$ cat src/rtl/dual_threshold_wdt.sv
module dual_threshold_wdt #(
  parameter int CNT_W = 12,
  parameter logic [7:0] KEY = 8'hA5
) (
  input  logic        clk,
  input  logic        rst_n,
  input  logic        bus_wr,
  input  logic        bus_rd,
  input  logic [5:0]  bus_addr,
  input  logic [31:0] bus_wdata,
  output logic [31:0] bus_rdata,
  input  logic        tick_i,
  input  logic        dbg_i,
  input  logic        idle_i,
  output logic        wdt_rst_o,
  output logic        irq_o
);
  localparam logic [5:0] A_CTL = 6'h00, A_MODE = 6'h04, A_CNT = 6'h08, A_WIN = 6'h0C,
                         A_LVL = 6'h10, A_MSET = 6'h14, A_MCLR = 6'h18, A_STAT = 6'h1C,
                         A_MASK = 6'h20;
  localparam int B_PRST = 4, B_ERST = 5, B_OFF = 12, B_HDBG = 28, B_HIDL = 29;
  localparam logic [31:0] MODE_BITS = (32'd1 << B_PRST) | (32'd1 << B_ERST) |
                                      (32'd1 << B_OFF) | (32'd1 << B_HDBG) | (32'd1 << B_HIDL);
  localparam int THR_LSB = 16;

  logic [CNT_W-1:0] cnt_q, period_q, thr_q, level_q;
  logic [31:0] mode_q;
  logic [2:0]  status_q, mask_q, set_ev;

  wire wr_ctl  = bus_wr && bus_addr == A_CTL;
  wire refresh = wr_ctl && bus_wdata[31:24] == KEY && bus_wdata[0];
  wire off     = mode_q[B_OFF];
  wire run     = !off && !(mode_q[B_HDBG] && dbg_i) && !(mode_q[B_HIDL] && idle_i);
  wire step    = run && tick_i && !refresh;
  wire [CNT_W-1:0] cnt_inc = cnt_q + 1'b1;
  wire hit_prd   = step && cnt_inc == period_q;
  wire hit_lvl   = step && cnt_inc == level_q;
  wire hit_early = refresh && !off && cnt_q < thr_q;
  wire rd_stat   = bus_rd && bus_addr == A_STAT;

  assign set_ev = {hit_lvl, hit_early, hit_prd};
  assign irq_o  = |(status_q & mask_q);

  always_ff @(posedge clk) begin
    if (!rst_n) begin
      cnt_q     <= '0;
      mode_q    <= 32'd1 << B_OFF;
      period_q  <= '1;
      thr_q     <= '0;
      level_q   <= '1;
      status_q  <= '0;
      mask_q    <= '0;
      wdt_rst_o <= 1'b0;
    end else begin
      if (off || refresh || hit_prd) cnt_q <= '0;
      else if (step) cnt_q <= cnt_inc;
      if (bus_wr) begin
        case (bus_addr)
          A_MODE: mode_q <= bus_wdata & MODE_BITS;
          A_WIN: begin
            period_q <= bus_wdata[CNT_W-1:0];
            thr_q    <= bus_wdata[THR_LSB +: CNT_W];
          end
          A_LVL:  level_q <= bus_wdata[CNT_W-1:0];
          A_MSET: mask_q  <= mask_q | bus_wdata[2:0];
          A_MCLR: mask_q  <= mask_q & ~bus_wdata[2:0];
          default: ;
        endcase
      end
      status_q  <= (rd_stat ? 3'b000 : status_q) | set_ev;
      wdt_rst_o <= (hit_prd && mode_q[B_PRST]) || (hit_early && mode_q[B_ERST]);
    end
  end

  always_comb begin
    bus_rdata = '0;
    case (bus_addr)
      A_MODE: bus_rdata = mode_q;
      A_CNT:  bus_rdata[CNT_W-1:0] = cnt_q;
      A_WIN: begin
        bus_rdata[CNT_W-1:0] = period_q;
        bus_rdata[THR_LSB +: CNT_W] = thr_q;
      end
      A_LVL:  bus_rdata[CNT_W-1:0] = level_q;
      A_STAT: bus_rdata[2:0] = status_q;
      A_MASK: bus_rdata[2:0] = mask_q;
      default: ;
    endcase
  end
endmodule

$ cat config.mk
export PLATFORM = sky130hd
export DESIGN_NAME = dual_threshold_wdt
export DESIGN_NICKNAME = d
export VERILOG_FILES = /design/src/rtl/dual_threshold_wdt.sv
export SDC_FILE = /design/constraint.sdc
export NUM_CORES = 1
export LEC_CHECK = 0
export ABC_CLOCK_PERIOD_IN_PS = 2400
export BUFFER_PORTS_ARGS = -buffer_cell sky130_fd_sc_hd__buf_4
export CAP_MARGIN = 25
export CORE_ASPECT_RATIO = 0.9
export CORE_MARGIN = 2
export CORE_UTILIZATION = 35
export CTS_CLUSTER_DIAMETER = 120
export DETAILED_ROUTE_END_ITERATION = 8
export PLACE_DENSITY = 0.55
export REMOVE_ABC_BUFFERS = 1
export SKIP_CTS_REPAIR_TIMING = 1
export SLEW_MARGIN = 20
export SYNTH_ARGS = -nofsm -noshare
export SYNTH_HDL_FRONTEND = slang
export SYNTH_SLANG_ARGS = --single-unit
$ cat constraint.sdc
create_clock -name clk -period 2.4 [get_ports clk]
set_input_delay 0.12 -clock clk [delete_from_list [all_inputs] [get_ports clk]]
set_output_delay 0.12 -clock clk [all_outputs]
set_load 0.01 [all_outputs]
==> metrics <==
status finished, final reports clean; Final HPWL DP 8570 microns; CP Launch Type flop; P_leak 2.20 nW; CTS Buf Count 9; EDFF count, synth 0; Via Count 3755; Fin. Hold Viols 0; Slew headroom 0.620; CTS Buffer Depth 2; worst r2r src cnt_q[9]$_SDFFE_PP0P_; Layout area overhead 24.6%; Ys Warns 0; Yosys reg bits 60; first-pass GRT wire length 18700 microns; Core ar. 0.0108 sq mm; Port Buffers 70; Cells after Synth 491; top_reg_cell synth dfxtp_1; met3 wire len 668 microns; WHS 0.0131 ns; die height 104 microns; placed instance area 0.00459 sq mm; Final Non-Filler Cells 704; Crit Path Class reg -> reg; share of layout cells above drive strength 1 0.228; # fillers 1126; worst clock skew 0.00803 ns; WL final 11400 microns; Pwr Density 470 mW/mm^2; R2R cell count 7; row cnt 36; Worst Setup Slack, final 0.237 ns; fin crit share 0.901; clock sinks 60; worst path required time 2.61 ns; Seq/Total Area, Yosys 0.309; worst reg2reg setup slack 0.24 ns; worst hold stages 3; final setup fails 0; clk slew on worst S/H paths 0.05 ns; CP Capture Type flop; routed wl met2 5270 microns; multi-input logic area 0.00239 sq mm; Post-Syn Area 0.00389 sq mm; gpl congestion 0.906; WL per Instance 16.2 microns; Avg Vias per Cell 5.33; ys async rst share 0; worst-path maximum fanout 14; Worst Tran Pin Value 0.570 ns; total iterations of the first detailed-routing run 5; Power, Total 2.28 mW; worst skew pair latency 0.33 ns; gr usage total 0.196; FMAX 0.462 GHz; Final ANT Viol Nets 0; Syn Area/Cell 7.92 sq um; Overflow after GRT 0; H-tree levels 3; Worst Min Path Start bus_wdata[3]; dpl cells 689; # Max-Cap Violations 0; TritonCTS clock tree done; crit path time final 2.16 ns; highest routed metal layer met4; Max Slew Vio Count 0; die area 0.0120 sq mm; Hold WC Path Type in -> reg; pin count of the biggest net entering global routing 38; peak supply drop 240 uV; vias in the first global route 3708; RR Endpoint cnt_q[2]$_SDFFE_PP0P_; DRC 0; CP endpoint cnt_q[2]$_SDFFE_PP0P_; Starting Density 0.360; root buffer cell clkbuf_16; diodes inserted 0; antenna violations before repair 0; worst setup path start cnt_q[9]$_SDFFE_PP0P_; Net count, final 624; initial DRC count 237; Synth cell types 62; die width 115 microns; final instance area 0.00485 sq mm; Data arrival, critical path 2.38 ns; number of I/O pins 79; Register Area 0.00120 sq mm; Setup WS pre-CTS 0.275 ns; WL met1 5280 microns
==> cell usage after synthesis (5+ instances only) <==
cell type / number / share of area
nor3_1: 9 / 0.012
and3_1: 13 / 0.021
buf_4: 5 / 0.0097
and2_1: 19 / 0.031
clkbuf_1: 20 / 0.019
o2111ai_1: 6 / 0.014
dfxtp_1: 60 / 0.31
a21oi_1: 6 / 0.0077
buf_6: 5 / 0.014
nand3_1: 42 / 0.054
nand2b_1: 5 / 0.0080
nand2_1: 104 / 0.10
xnor2_1: 18 / 0.041
xor2_1: 19 / 0.043
inv_1: 24 / 0.023
a222oi_1: 11 / 0.028
nor2_1: 12 / 0.012
a21boi_0: 23 / 0.044
o21ai_0: 5 / 0.0064
ha_1: 12 / 0.039
==> routing by layer <==
layer	global-route usage	vias to the layer above
met5	0	-
met1	0.273	1759
met2	0.317	127
li1	-	1855
met3	0.0233	14
met4	0.0568	0
==> worst max-delay path, stage by stage, from the launching register on <==
cell      delay (ns)
dfxtp_1         0.47
nand3_1         0.26
nor4_2          0.25
xnor3_2         0.21
a21boi_0        0.21
buf_4           0.16
nand4b_4        0.23
and3_2          0.26
==> layout make-up <==
class / instances / share of cell area
Clock buffer: 10 / 0.0472
Clock inverter: 5 / 0.00619
Inverter: 24 / 0.0186
Multi-Input combinational cell: 374 / 0.494
Sequential cell: 60 / 0.248
Tap cell: 133 / 0.0343
Timing Repair Buffer: 98 / 0.152
==> power breakdown <==
group	leakage (nW)	internal, mW	switching, mW
clock network	0.124	0.686	0.449
registers	0.485	1.00	0.00470
logic	1.59	0.0709	0.0648
total	2.20	1.76	0.518
==> cells in the final DEF (no fill, tap or decap), types with 4 or more instances in the layout <==
cell	count
nor3_1	9
a21boi_0	23
o2111ai_1	6
buf_4	98
and2_1	19
xnor2_1	18
xor2_1	19
conb_1	5
a22oi_1	4
nor4_1	4
and3_1	13
a222oi_1	11
o21ai_0	5
nand3b_1	4
inv_1	24
dfxtp_1	59
nand2_1	104
nand2b_1	5
clkbuf_16	9
nand4_1	4
nor2_1	11
ha_1	12
a21oi_1	6
nand3_1	42
==> kinds of logic (layout without fill, tap and decap cells) <==
group,Yosys count,after routing,synth area share
flip-flops,60,60,0.309
AO/OA/AOI/OAI,73,73,0.145
multiplexers,2,2,0.00579
XOR/XNOR,38,38,0.0894
other,1,5,0.000964
adder cells (fa/ha/maj),12,12,0.0386
buffers and inverters,61,137,0.0801
AND/OR/NAND/NOR,244,244,0.331
==> sequential cells by signal, summed over array words and instances (netlist names), named ones only <==
| signal | cells |
|---|---|
| cnt_q | 12 |
| level_q | 12 |
| mode_q | 5 |
| period_q | 12 |
| status_q | 3 |
| thr_q | 12 |
| wdt_rst_o | 1 |
==> worst min path at each step <==
| stage | endpoint |
|---|---|
| final | level_q[3]$_SDFFE_PN1P_ |
| after global routing | period_q[8]$_SDFFE_PN1P_ |
| after CTS | level_q[7]$_SDFFE_PN1P_ |
| after detailed placement | level_q[7]$_SDFFE_PN1P_ |
| after global placement | period_q[7]$_SDFFE_PN1P_ |
| after floorplan | level_q[0]$_SDFFE_PN1P_ |
==> stage by stage <==
step                setup TNS [ns]  utilization
floorplan                        0            -
global placement                 0        0.424
detailed placement               0        0.424
CTS                              0        0.448
global route             -0.000286        0.448
finish                           0        0.448
(Power assumes the default switching activity.)
